==> src/rtl/i2c_pad_pkg.sv <==
package i2c_pad_pkg;

  typedef enum logic [1:0] {
    PM_OPEN_DRAIN = 2'd0,
    PM_ULTRA_PP   = 2'd1,
    PM_PP_2WIRE   = 2'd2,
    PM_PP_4WIRE   = 2'd3
  } pad_mode_e;

  // SCL goes open-drain on the acknowledge pulse in two-wire mode
  function automatic logic scl_stretch_slot(input logic [3:0] idx, input logic [3:0] ack);
    return idx == ack;
  endfunction

  // SDA floats for received data bits and for the transmit ACK slot
  function automatic logic sda_float_slot(input logic [3:0] idx, input logic rx,
                                          input logic [3:0] ack);
    if (rx) return (idx != 4'd0) && (idx < ack);
    return idx == ack;
  endfunction

endpackage

==> src/rtl/pad_mode_cfg.sv <==
module pad_mode_cfg
  import i2c_pad_pkg::*;
(
  input  logic      clk,
  input  logic      rst_n,
  input  logic      master_en,
  input  logic [1:0] mode_req,
  input  logic      ignore_nack,
  input  logic      inv_scls,
  input  logic      inv_sdas,
  output pad_mode_e mode_q,
  output logic      inv_scls_q,
  output logic      inv_sdas_q,
  output logic      cfg_err_q
);

  logic cfg_capture;
  logic cfg_invalid;

  assign cfg_capture = !master_en;
  assign cfg_invalid = (pad_mode_e'(mode_req) == PM_ULTRA_PP) && !ignore_nack;

  always_ff @(posedge clk or negedge rst_n) begin
    if (!rst_n) begin
      mode_q     <= PM_OPEN_DRAIN;
      inv_scls_q <= 1'b0;
      inv_sdas_q <= 1'b0;
      cfg_err_q  <= 1'b0;
    end else if (cfg_capture) begin
      mode_q     <= cfg_invalid ? PM_OPEN_DRAIN : pad_mode_e'(mode_req);
      inv_scls_q <= inv_scls;
      inv_sdas_q <= inv_sdas;
      cfg_err_q  <= cfg_invalid;
    end
  end

  // configuration frozen while enabled
  assert_cfg_frozen_R2: assert property (@(posedge clk) disable iff (!rst_n)
    master_en |=> $stable(mode_q) && $stable(cfg_err_q));

  // an error always comes with the open-drain fallback
  assert_err_fallback_R6: assert property (@(posedge clk) disable iff (!rst_n)
    cfg_err_q |-> mode_q == PM_OPEN_DRAIN);

endmodule

==> src/rtl/pad_line_mux.sv <==
module pad_line_mux
  import i2c_pad_pkg::*;
#(
  parameter bit IS_CLK    = 1'b1,
  parameter int IDX_W     = 4,
  parameter int ACK_PULSE = 9
) (
  input  logic             clk,
  input  logic             rst_n,
  input  pad_mode_e        mode,
  input  logic             en,
  input  logic             drive_low,
  input  logic             master_rx,
  input  logic [IDX_W-1:0] pulse_idx,
  input  logic             inv,
  output logic             pad_o,
  output logic             pad_oe,
  output logic             sep_o
);

  localparam logic [3:0] ACK_IDX = 4'(ACK_PULSE);

  logic [3:0] idx4;
  logic       pp2_relax;

  assign idx4 = 4'(pulse_idx);

  generate
    if (IS_CLK) begin : g_clk_rule
      assign pp2_relax = scl_stretch_slot(idx4, ACK_IDX);
    end else begin : g_dat_rule
      assign pp2_relax = sda_float_slot(idx4, master_rx, ACK_IDX);
    end
  endgenerate

  always_comb begin
    pad_o  = 1'b0;
    pad_oe = 1'b0;
    sep_o  = ~inv;
    if (en) begin
      unique case (mode)
        PM_OPEN_DRAIN: pad_oe = drive_low;
        PM_ULTRA_PP: begin
          pad_oe = 1'b1;
          pad_o  = ~drive_low;
        end
        PM_PP_2WIRE: begin
          if (pp2_relax) begin
            pad_oe = IS_CLK ? drive_low : 1'b0;
          end else begin
            pad_oe = 1'b1;
            pad_o  = ~drive_low;
          end
        end
        PM_PP_4WIRE: sep_o = (~drive_low) ^ inv;
        default: pad_oe = drive_low;
      endcase
    end
  end

  // released while disabled
  assert_released_off_R3: assert property (@(posedge clk) disable iff (!rst_n)
    !en |-> !pad_oe && !pad_o);

  // pads are inputs only in four-wire mode
  assert_inputs_only_R9: assert property (@(posedge clk) disable iff (!rst_n)
    (mode == PM_PP_4WIRE) |-> !pad_oe);

  // ultra-fast always drives
  assert_uf_drives_R5: assert property (@(posedge clk) disable iff (!rst_n)
    (en && mode == PM_ULTRA_PP) |-> pad_oe);

  // open-drain never drives high
  assert_od_low_only_R4: assert property (@(posedge clk) disable iff (!rst_n)
    (en && mode == PM_OPEN_DRAIN) |-> !pad_o);

  // separate output idle outside four-wire mode
  assert_sep_idle_R10: assert property (@(posedge clk) disable iff (!rst_n)
    (mode != PM_PP_4WIRE) |-> sep_o == ~inv);

endmodule

==> src/rtl/i2c_pad_mode_ctrl.sv <==
module i2c_pad_mode_ctrl
  import i2c_pad_pkg::*;
#(
  parameter int IDX_W     = 4,
  parameter int ACK_PULSE = 9
) (
  input  logic             clk,
  input  logic             rst_n,
  input  logic             master_en,
  input  logic [1:0]       mode_req,
  input  logic             ignore_nack,
  input  logic             inv_scls,
  input  logic             inv_sdas,
  input  logic             scl_drive_low,
  input  logic             sda_drive_low,
  input  logic             master_rx,
  input  logic [IDX_W-1:0] pulse_idx,
  output logic             scl_o,
  output logic             scl_oe,
  output logic             sda_o,
  output logic             sda_oe,
  output logic             scls_o,
  output logic             sdas_o,
  output logic             cfg_err,
  output logic [1:0]       mode_active
);

  localparam int NLINES = 2;  // line 0 = SCL, line 1 = SDA

  pad_mode_e   mode_q;
  logic        inv_scls_q, inv_sdas_q;
  logic [NLINES-1:0] drv_req, inv_lat, p_o, p_oe, s_o;

  pad_mode_cfg u_cfg (
    .clk         (clk),
    .rst_n       (rst_n),
    .master_en   (master_en),
    .mode_req    (mode_req),
    .ignore_nack (ignore_nack),
    .inv_scls    (inv_scls),
    .inv_sdas    (inv_sdas),
    .mode_q      (mode_q),
    .inv_scls_q  (inv_scls_q),
    .inv_sdas_q  (inv_sdas_q),
    .cfg_err_q   (cfg_err)
  );

  assign drv_req = {sda_drive_low, scl_drive_low};
  assign inv_lat = {inv_sdas_q, inv_scls_q};

  generate
    for (genvar g = 0; g < NLINES; g++) begin : g_line
      pad_line_mux #(
        .IS_CLK    (g == 0),
        .IDX_W     (IDX_W),
        .ACK_PULSE (ACK_PULSE)
      ) u_mux (
        .clk       (clk),
        .rst_n     (rst_n),
        .mode      (mode_q),
        .en        (master_en),
        .drive_low (drv_req[g]),
        .master_rx (master_rx),
        .pulse_idx (pulse_idx),
        .inv       (inv_lat[g]),
        .pad_o     (p_o[g]),
        .pad_oe    (p_oe[g]),
        .sep_o     (s_o[g])
      );
    end
  endgenerate

  assign scl_o       = p_o[0];
  assign scl_oe      = p_oe[0];
  assign sda_o       = p_o[1];
  assign sda_oe      = p_oe[1];
  assign scls_o      = s_o[0];
  assign sdas_o      = s_o[1];
  assign mode_active = mode_q;

  // SCL never driven high on the stretch pulse in two-wire mode
  assert_scl_stretch_R7: assert property (@(posedge clk) disable iff (!rst_n)
    (master_en && mode_q == PM_PP_2WIRE && pulse_idx == IDX_W'(ACK_PULSE))
      |-> !scl_o && (scl_oe == scl_drive_low));

  // SDA floats while the slave answers in transmit
  assert_sda_ack_float_R8: assert property (@(posedge clk) disable iff (!rst_n)
    (master_en && mode_q == PM_PP_2WIRE && !master_rx && pulse_idx == IDX_W'(ACK_PULSE))
      |-> !sda_oe);

endmodule

==> config.mk <==
export PLATFORM = sky130hd
export DESIGN_NAME = i2c_pad_mode_ctrl
export DESIGN_NICKNAME = d
export VERILOG_FILES = /design/src/rtl/i2c_pad_pkg.sv /design/src/rtl/pad_mode_cfg.sv /design/src/rtl/pad_line_mux.sv /design/src/rtl/i2c_pad_mode_ctrl.sv
export SDC_FILE = /design/constraint.sdc
export NUM_CORES = 1
export LEC_CHECK = 0
export ABC_AREA = 1
export BUFFER_PORTS_ARGS = -buffer_cell sky130_fd_sc_hd__buf_2
export CORE_AREA = 2 2 39 41
export CTS_BUF_LIST = sky130_fd_sc_hd__clkbuf_16
export DETAILED_ROUTE_END_ITERATION = 10
export DIE_AREA = 0 0 41 43
export PLACE_DENSITY = 0.7
export SLEW_MARGIN = 20
export SYNTH_ARGS = -nofsm -noshare
export SYNTH_HDL_FRONTEND = slang
export SYNTH_HIERARCHICAL = 1
export SYNTH_SLANG_ARGS = --single-unit
==> constraint.sdc <==
create_clock -name clk -period 3.2 [get_ports clk]
set_clock_uncertainty 0.1 [all_clocks]
set_input_delay 0.16 -clock clk [delete_from_list [all_inputs] [get_ports clk]]
set_output_delay 0.16 -clock clk [all_outputs]
set_load 0.02 [all_outputs]
== Word level (Yosys, flattened, before mapping) ==
Cells that the tools add are included.
Operators by class
  $lt $le $gt $ge: 1
  equal/unequal tests: 5
  mux-type cells: 20
  bitwise gates (word level): 6
  reductions and logical operators: 5
Operator list (count)
  1-bit two-way mux: 15
  1-bit one-hot mux with 3 select lines: 2
  2-bit by 1-bit == test with 1-bit output (second input constant): 2
  2-bit == test (second input constant): 2
  4-bit == test (second input constant): 1
  4-bit < comparator (second input constant): 1
  1-bit NOT: 4
  1-bit one-hot mux with 2 select lines: 2
  4-bit nonzero test: 1
  1-bit logical AND: 2
  2-bit zero test: 1
  2-bit two-way mux: 1
  1-bit bitwise XOR: 2
  1-bit zero test: 1
Storage, ports and cells
  register bits: 5
  input bits: 15
  output and inout bits: 9

== Longest topological paths before layout ==
Gate-level depths: netlist of run 1.
  depth in word-level cells: 7
  depth in mapped cells: 8
  depth with buffers taken out: 8

== Modules after synthesis ==
The synthesis of run 1 kept the hierarchy.
Modules (own cells, without submodules)
  pad_mode_cfg: instances 1, cells an instance 27, area an instance 221.5 um^2, sequential area each 125.1 um^2
  pad_line_mux at g_line[1].u_mux: instances 1, cells an instance 30, area an instance 173.9 um^2, sequential area each 0.0 um^2
  pad_line_mux at g_line[0].u_mux: instances 1, cells an instance 24, area an instance 143.9 um^2, sequential area each 0.0 um^2

== Worst setup path before layout of run 1 ==
Ideal clock, no wire load.
  kind: flip-flop to output port
  start point: reg u_cfg.mode_q[0]
  end point: out sda_o
  arrival time: 1.372 ns
  path slack: 1.568 ns
  cell stages (with the launch flop): 6
  path through: dfrtp_1 -> inv_1 -> ha_1 -> a21boi_0 -> nand2_1 -> a21oi_1
Between the ends
  cells in the longest elaborated chain, start to end: 3
  elaborated cells on any way between the ends: 4
RTL lines
  start: declaration: line pad_mode_cfg.sv:11  | output pad_mode_e mode_q,
  start signal: assignment: line pad_mode_cfg.sv:30  | mode_q <= cfg_invalid ? PM_OPEN_DRAIN : pad_mode_e'(mode_req);
  2-bit == test or 2-bit by 1-bit == test with 1-bit output (tied branches): line pad_line_mux.sv:41  | unique case (mode)
  1-bit one-hot mux with 2 select lines *: line pad_line_mux.sv:41
  1-bit two-way mux *: line pad_line_mux.sv:40  | if (en) begin
  end: declaration: line i2c_pad_mode_ctrl.sv:20  | output logic sda_o,
Mark *: on every way between the ends. The rest lies on a longest branch, timed or not.

== Final worst setup path of run 1 ==
  start point: reg u_cfg.mode_q[0]
  end point: out sda_oe
Between the ends
  cells in the longest elaborated chain, start to end: 3
  elaborated cells on any way between the ends: 5
RTL lines
  2-bit == test (tied with other cells): line pad_line_mux.sv:41
  1-bit one-hot mux with 3 select lines *: line pad_line_mux.sv:41
  1-bit two-way mux *: line pad_line_mux.sv:40
  end: declaration: line i2c_pad_mode_ctrl.sv:21  | output logic sda_oe,
Marked as above.

==> results of run 1 <==
## kinds of logic (layout without fill, tap and decap cells)
family | Yosys count | count (layout) | share of synthesized area [%]
AND/OR/NAND/NOR | 41 | 41 | 31.3
buffers and inverters | 18 | 45 | 13.9
adder cells (fa/ha/maj) | 10 | 10 | 23.2
AO/OA/AOI/OAI | 5 | 5 | 5.10
flip-flops | 5 | 5 | 23.2
XOR/XNOR | 2 | 2 | 3.25
## worst max-delay path, delay by kind of cell (launching register included)
family | cells | cell delay (ps)
compound gates | 1 | 110
fa+ha+maj | 1 | 200
buf+inv | 3 | 280
flops | 1 | 510
simple gates | 3 | 220
## worst min path at each step
stage | startpoint | endpoint | cells after the start | slack (ps)
finish | inv_scls | u_cfg/inv_scls_q | 3 | 40
detailed placement | rst_n | u_cfg/inv_scls_q | 1 | -120
global placement | rst_n | u_cfg/cfg_err_q | 1 | -120
floorplan | rst_n | u_cfg/cfg_err_q | 0 | -240
CTS | inv_scls | u_cfg/inv_scls_q | 3 | 40
global route | inv_scls | u_cfg/inv_scls_q | 3 | 60
## where the power goes
group | total [mW] | switching (mW) | internal, mW
clock network | 0.201 | 0.0393 | 0.162
logic | 0.0767 | 0.0466 | 0.0301
registers | 0.0772 | 0.00829 | 0.0689
total | 0.355 | 0.0942 | 0.261
## timing repair
action	CTS	global route
hold buffers	1	0
setup buffers	0	0
endpoints found under the hold margin	5	0
## synthesized netlist by cell type, drive strengths merged
cell type	number	area (µm²)
nand2	24	90.1
inv	17	63.8
ha	10	125
nor2	9	38.8
nand3	8	40.0
dfrtp	5	125
a21oi	2	10.0
o21ai	2	10.0
xor2	2	17.5
a21boi	1	7.51
buf	1	11.3
## routing by layer
metal  track usage (%)  up-vias  wire length, µm  share of wire (%)
li1                  -      296                -                  -
met1              16.4      243              474                 41
met3              3.14        2               65                5.6
met4              6.00        0               10               0.87
met5                 0        -                0                  0
met2              27.5       18              605                 52
## per-stage QoR
step | hold slack (ps) | power, mW | setup slack, ps
final | 44.2 | 0.355 | 1380
after global routing | 58.7 | 0.373 | 1250
after CTS | 39.5 | 0.358 | 1370
after detailed placement | -118 | 0.154 | 1620
after global placement | -120 | 0.151 | 1670
after floorplan | -236 | 0.125 | 1570
## placed cells by master (no fill, tap or decap), drive strengths merged
cell type / synthesis / layout
a21boi: 1 / 1
a21oi: 2 / 2
buf: 1 / 23
clkbuf: 0 / 3
dfrtp: 5 / 5
dlygate4sd3: 0 / 1
ha: 10 / 10
inv: 17 / 18
nand2: 24 / 24
nand3: 8 / 8
nor2: 9 / 9
o21ai: 2 / 2
xor2: 2 / 2
## sequential cells by signal, indices dropped and copies added, names as in the netlist
signal and count:
u_cfg/mode_q 2, u_cfg/inv_scls_q 1, u_cfg/cfg_err_q 1, u_cfg/inv_sdas_q 1
## final cells by class
cell class / instances / area, µm² / share of cell area, %
flip-flops and latches: 5 / 125 / 16.6
clock inverters: 1 / 3.75 / 0.499
clock buffers: 3 / 75.1 / 9.98
repair buffers: 24 / 125 / 16.6
multi-input cells: 58 / 339 / 45.1
inverters: 17 / 63.8 / 8.49
well taps: 16 / 20.0 / 2.66
==> impl_metrics.prom, run 1 <==
# TYPE chip_impl_metric gauge
chip_impl_metric{name="routabilityCongestion",unit=""} 0.683
chip_impl_metric{name="fin_tns_setup",unit="ps"} 0
chip_impl_metric{name="clkLatencyLatePin",unit="ps"} 230
chip_impl_info{name="critical_path.cell_chain",value="inv_1 > ha_1 > a21boi_0 > nand2_1 > nand3_1 > nand2_1 > inv_1 > buf_2"} 1
chip_impl_metric{name="drt_first_iter_violations",unit=""} 8
chip_impl_metric{name="placementRows",unit=""} 14
chip_impl_metric{name="fraction_of_layout_cells_with_a_size_suffix_above_1",unit="%"} 26.9
chip_impl_metric{name="cp_data_required_time",unit="ps"} 2940
chip_impl_metric{name="report.final.hold_viol_count",unit=""} 0
chip_impl_metric{name="fin_cells",unit=""} 124
chip_impl_metric{name="detail_route.first_pass.iterations",unit=""} 3
chip_impl_metric{name="final_design_area_no_fill",unit="µm²"} 752
chip_impl_metric{name="cts_repair_resize_count",unit=""} 0
chip_impl_info{name="timing.critical_path.to",value="sda_oe"} 1
chip_impl_metric{name="floorplan_die_height",unit="µm"} 43
chip_impl_metric{name="nFillCells",unit=""} 134
chip_impl_metric{name="clock.fmax",unit="MHz"} 549
chip_impl_info{name="clock-root-buffer",value="sky130_fd_sc_hd__clkbuf_16"} 1
chip_impl_metric{name="initial_core_util",unit="%"} 39.0
chip_impl_info{name="critical_path_class",value="register to primary output"} 1
chip_impl_metric{name="ir_worst_vdd",unit="V"} 0.000353
chip_impl_info{name="setup_repair_after_global_routing_missed_its_margin",value="false"} 1
chip_impl_metric{name="post-route-min-period",unit="ps"} 1820
chip_impl_metric{name="cp_slowest_stage_delay",unit="ps"} 510
chip_impl_metric{name="crit_path_max_fanout",unit=""} 10
chip_impl_metric{name="ys_warn_count",unit=""} 6
chip_impl_metric{name="postSynthRegisterBits",unit=""} 5
chip_impl_metric{name="leakagePower",unit="nW"} 0.472
chip_impl_metric{name="fp.dieArea",unit="µm²"} 1760
chip_impl_metric{name="first_pass_grt_wire_length",unit="mm"} 1.86
chip_impl_info{name="tritoncts",value="yes"} 1
chip_impl_metric{name="cts_max_level",unit=""} 1
chip_impl_metric{name="rr_worst_depth",unit=""} 2
chip_impl_metric{name="synth.yosys.seq_area_share",unit="%"} 23.2
chip_impl_metric{name="cts_buffers",unit=""} 3
chip_impl_info{name="hold_path.class",value="input pin to register"} 1
chip_impl_metric{name="place_hpwl",unit="µm"} 882
chip_impl_metric{name="yosysUniqueCellTypes",unit=""} 14
chip_impl_info{name="worst_setup_path_end_kind",value="primary output"} 1
chip_impl_metric{name="grt_max_degree",unit=""} 13
chip_impl_metric{name="clk_pin_slew",unit="ps"} 30
chip_impl_metric{name="num_io_pins",unit=""} 24
chip_impl_metric{name="die_x",unit="µm"} 41
chip_impl_metric{name="route.detailed.drc",unit=""} 0
chip_impl_metric{name="final_antenna_diode_count",unit=""} 0
chip_impl_metric{name="detailed_place.area",unit="µm²"} 663
chip_impl_metric{name="routed_wl",unit="mm"} 1.16
chip_impl_metric{name="cts_max_path_buffers",unit=""} 2
chip_impl_metric{name="power_density_over_the_cells",unit="nW/µm²"} 472
chip_impl_metric{name="postLayoutCoreUtil",unit="%"} 54.3
chip_impl_metric{name="core",unit="µm²"} 1380
chip_impl_metric{name="mappedNetlistArea",unit="µm²"} 539
chip_impl_metric{name="register_to_register_setup_slack",unit="ps"} 2280
chip_impl_metric{name="vias",unit=""} 559
chip_impl_metric{name="initial_antenna_violation_count",unit=""} 0
chip_impl_info{name="critical_path.startpoint_type",value="register"} 1
chip_impl_metric{name="timing.final.crit_share",unit="%"} 57.0
chip_impl_info{name="critPathLaunch",value="u_cfg/mode_q[0]"} 1
chip_impl_metric{name="tritoncts_num_sinks",unit=""} 5
chip_impl_metric{name="grt.total_usage",unit="%"} 15.5
chip_impl_info{name="cpMaxStageDelayCell",value="sky130_fd_sc_hd__dfrtp_1"} 1
chip_impl_info{name="rr_startpoint",value="u_cfg/mode_q[1]"} 1
chip_impl_metric{name="worst_slew_margin_rel",unit="%"} 78.8
chip_impl_metric{name="final-max-slew-violation-count",unit=""} 0
chip_impl_metric{name="worst-slew-pin-transition",unit="ps"} 318
chip_impl_metric{name="arrival_worst_endpoint",unit="ps"} 1560
chip_impl_metric{name="post_drt_via_cell_ratio",unit=""} 4.51
chip_impl_info{name="outcome",value="finished clean"} 1
chip_impl_metric{name="first_global_vias",unit=""} 494
chip_impl_metric{name="final_antenna_net_count",unit=""} 0
chip_impl_info{name="rr_endpoint",value="u_cfg/mode_q[1]"} 1
chip_impl_metric{name="wl_per_cell",unit="µm"} 9.32
chip_impl_metric{name="placedCellCount",unit=""} 119
chip_impl_metric{name="setup_viol_count_final",unit=""} 0
chip_impl_metric{name="area_delta_synth_final",unit="%"} 39.4
chip_impl_metric{name="cap_violations",unit=""} 0
chip_impl_metric{name="io_buffers",unit=""} 23
chip_impl_metric{name="nets",unit=""} 134
chip_impl_metric{name="syn-num-nets",unit=""} 106
chip_impl_metric{name="synth.avg_cell_area",unit="µm²"} 6.66
chip_impl_metric{name="synthesis.instances",unit=""} 81
chip_impl_metric{name="grt_overflow",unit=""} 0
(Power assumes the default switching activity.)
==> inputs of run 2 (changes only) <==
--- a/config.mk
+++ b/config.mk
@@ -7,11 +7,10 @@
 export LEC_CHECK = 0
 export ABC_AREA = 1
 export BUFFER_PORTS_ARGS = -buffer_cell sky130_fd_sc_hd__buf_2
-export CORE_AREA = 2 2 39 41
+export CORE_UTILIZATION = 40
 export CTS_BUF_LIST = sky130_fd_sc_hd__clkbuf_16
 export DETAILED_ROUTE_END_ITERATION = 10
-export DIE_AREA = 0 0 41 43
-export PLACE_DENSITY = 0.7
+export PLACE_DENSITY = 0.72
 export SLEW_MARGIN = 20
 export SYNTH_ARGS = -nofsm -noshare
 export SYNTH_HDL_FRONTEND = slang
==> constraint.sdc (replaced) <==
create_clock -name clk -period 1.45 [get_ports clk]
set_clock_uncertainty 0.1 [all_clocks]
set_input_delay 0.0725 -clock clk [delete_from_list [all_inputs] [get_ports clk]]
set_output_delay 0.0725 -clock clk [all_outputs]
set_load 0.02 [all_outputs]
==> run 2 against run 1 <==
The run now ends with negative setup slack left. Sequential cell count unchanged. Non-clock buffer count up 8. Sequential power up 120%. Clock power up 120%. Core utilization up 23 points. Critical path depth down 2. Via count up 7.0%. First-iteration DRC count up 63%. Combinational power rose to 3.3 times the previous value. Largest power group unchanged. Highest routed layer unchanged.
==> impl_metrics.prom, run 2 (same netlist as run 1, synthesis figures left out) <==
# TYPE chip_impl_metric gauge
chip_impl_metric{name="clkLatencyLatePin",unit="ps"} 230
chip_impl_metric{name="tritoncts_num_sinks",unit=""} 5
chip_impl_metric{name="clock.fmax",unit="MHz"} 624
chip_impl_metric{name="io_buffers",unit=""} 23
chip_impl_metric{name="setup_slack",unit="ps"} -152
chip_impl_metric{name="clock_power_share",unit="%"} 51.6
chip_impl_metric{name="routed_wl",unit="mm"} 1.49
chip_impl_metric{name="ir_worst_vdd",unit="V"} 0.000802
chip_impl_info{name="tritoncts",value="yes"} 1
chip_impl_metric{name="initial_core_util",unit="%"} 46.0
chip_impl_metric{name="floorplan_die_height",unit="µm"} 38.7
chip_impl_metric{name="vias",unit=""} 598
chip_impl_metric{name="post-route-min-period",unit="ps"} 1600
chip_impl_metric{name="clk_pin_slew",unit="ps"} 30
chip_impl_metric{name="cts_max_path_buffers",unit=""} 2
chip_impl_metric{name="drt_first_iter_violations",unit=""} 13
chip_impl_metric{name="fp.dieArea",unit="µm²"} 1500
chip_impl_info{name="clock-root-buffer",value="sky130_fd_sc_hd__clkbuf_16"} 1
chip_impl_metric{name="first_global_vias",unit=""} 516
chip_impl_metric{name="placedCellCount",unit=""} 120
chip_impl_metric{name="grt_overflow",unit=""} 0
chip_impl_metric{name="fin_cells",unit=""} 130
chip_impl_info{name="worst_setup_path_end_kind",value="primary output"} 1
chip_impl_metric{name="final_antenna_net_count",unit=""} 0
chip_impl_metric{name="worst_slew_margin_rel",unit="%"} 84.7
chip_impl_info{name="critical_path_class",value="register to primary output"} 1
chip_impl_metric{name="power_density_over_the_cells",unit="nW/µm²"} 969
chip_impl_metric{name="p_sw_share",unit="%"} 28.1
chip_impl_metric{name="crit_path_max_fanout",unit=""} 5
chip_impl_metric{name="final_design_area_no_fill",unit="µm²"} 903
chip_impl_info{name="commonest_cells_after_routing_fill_and_taps_aside",value="sky130_fd_sc_hd__nand2_1, sky130_fd_sc_hd__buf_2, sky130_fd_sc_hd__inv_1, sky130_fd_sc_hd__buf_4, sky130_fd_sc_hd__nor2_1"} 1
chip_impl_info{name="final_common_cell",value="sky130_fd_sc_hd__nand2_1"} 1
chip_impl_metric{name="pre_cts_ws",unit="ps"} 33.7
chip_impl_metric{name="final_antenna_diode_count",unit=""} 0
chip_impl_metric{name="area_delta_synth_final",unit="%"} 67.5
chip_impl_metric{name="report.final.hold_viol_count",unit=""} 0
chip_impl_metric{name="fraction_of_layout_cells_with_a_size_suffix_above_1",unit="%"} 46.6
chip_impl_metric{name="setup_viol_count_final",unit=""} 6
chip_impl_info{name="hold_path.class",value="input pin to register"} 1
chip_impl_metric{name="cts_max_level",unit=""} 1
chip_impl_metric{name="initial_antenna_violation_count",unit=""} 0
chip_impl_metric{name="arrival_worst_endpoint",unit="ps"} 1430
chip_impl_metric{name="detail_route.first_pass.iterations",unit=""} 4
chip_impl_info{name="failing_checks",value="negative setup slack"} 1
chip_impl_metric{name="first_pass_grt_wire_length",unit="mm"} 2.07
chip_impl_metric{name="timing.final.crit_share",unit="%"} 110
chip_impl_metric{name="die_x",unit="µm"} 38.7
chip_impl_metric{name="wl_per_cell",unit="µm"} 11.5
chip_impl_metric{name="fin_tns_setup",unit="ps"} -666
chip_impl_metric{name="total_switching_power",unit="µW"} 246
chip_impl_metric{name="place_hpwl",unit="µm"} 865
chip_impl_metric{name="grt_max_degree",unit=""} 13
chip_impl_metric{name="grt.total_usage",unit="%"} 21.1
chip_impl_metric{name="postLayoutCoreUtil",unit="%"} 77.1
chip_impl_metric{name="placementRows",unit=""} 12
chip_impl_metric{name="combinationalPowerShare",unit="%"} 29.3
chip_impl_metric{name="routabilityCongestion",unit=""} 0.698
chip_impl_metric{name="fin_total_pwr",unit="µW"} 875
chip_impl_info{name="outcome",value="complete, but fails checks"} 1
chip_impl_metric{name="route.detailed.drc",unit=""} 0
chip_impl_metric{name="cts_buffers",unit=""} 3
chip_impl_metric{name="nFillCells",unit=""} 81
chip_impl_info{name="critical_path.startpoint_type",value="register"} 1
chip_impl_metric{name="cap_violations",unit=""} 0
chip_impl_metric{name="internal-power",unit="µW"} 629
chip_impl_metric{name="post_drt_via_cell_ratio",unit=""} 4.60
chip_impl_metric{name="power.share.sequential",unit="%"} 19.1
chip_impl_metric{name="largest_register_ff_count",unit=""} 2
chip_impl_metric{name="cp_data_required_time",unit="ps"} 1280
chip_impl_info{name="largest_register",value="u_cfg/mode_q"} 1
chip_impl_metric{name="nets",unit=""} 142
chip_impl_metric{name="detailed_place.area",unit="µm²"} 691
chip_impl_metric{name="num_io_pins",unit=""} 24
chip_impl_metric{name="hold_ws",unit="ps"} 6.37
chip_impl_metric{name="core",unit="µm²"} 1170
chip_impl_metric{name="worst-slew-pin-transition",unit="ps"} 229
chip_impl_metric{name="final-max-slew-violation-count",unit=""} 0
chip_impl_metric{name="leakagePower",unit="nW"} 0.519
chip_impl_info{name="setup_repair_after_global_routing_missed_its_margin",value="true"} 1
[run 2: cell types whose count changed in the layout (fill, tap and decap cells not counted), sizes merged]
cell / change
buf: +6
dlygate4sd3: +2
[run 2: layout make-up]
cell class	count	area [µm²]	area share (%)
Sequential cell	5	128	14.1
Clock inverter	1	3.75	0.416
Inverter	17	63.8	7.06
Clock buffer	3	75.1	8.31
Tap cell	14	17.5	1.94
Multi-Input combinational cell	58	399	44.2
Timing Repair Buffer	32	216	24.0
[run 2: critical path: stages (launching register included)]
cell and delay, ps:
sky130_fd_sc_hd__dfrtp_2 430, sky130_fd_sc_hd__inv_2 80, sky130_fd_sc_hd__ha_2 160, sky130_fd_sc_hd__a21boi_4 160
sky130_fd_sc_hd__nand2_2 90, sky130_fd_sc_hd__a21oi_2 140, sky130_fd_sc_hd__buf_6 130
[run 2: path summary, 6_finish.rpt]
check                           startpoint               to  slack (ps)  cells past startpoint
setup reg to reg           u_cfg/mode_q[0]  u_cfg/mode_q[0]         540                      3
hold reg to reg            u_cfg/cfg_err_q  u_cfg/cfg_err_q         370                      2
min in group asynchronous            rst_n  u_cfg/cfg_err_q         110                      2
max in group asynchronous            rst_n  u_cfg/mode_q[0]        1000                      2
hold / removal                 ignore_nack  u_cfg/cfg_err_q           6                      4
setup / recovery           u_cfg/mode_q[0]            sda_o        -150                      6
[run 2: what timing repair did]
item / CTS / global route
gates resized for setup: 18 / 11
hold buffers: 3 / 0
hold endpoints to repair: 7 / 0
endpoints found under the setup margin: 6 / 6
pin swaps: 3 / 3
buffers inserted: 1 / 2
[run 2: per-layer routing]
layer	global-route usage, %	vias up	share of wire (%)	routed length [µm]
met1	24.2	269	43	649
met4	12.9	0	0.87	13
met3	5.20	2	3.5	53
met5	0	-	0	0
met2	34.6	17	52	777
li1	-	310	-	-
[run 2: power by group through the flow]
stage	combinational [mW]	clock (mW)	sequential, mW
floorplan	0.103	0	0.177
global route	0.282	0.468	0.169
CTS	0.223	0.459	0.168
global placement	0.183	0	0.166
finish	0.256	0.451	0.167
detailed placement	0.187	0	0.167
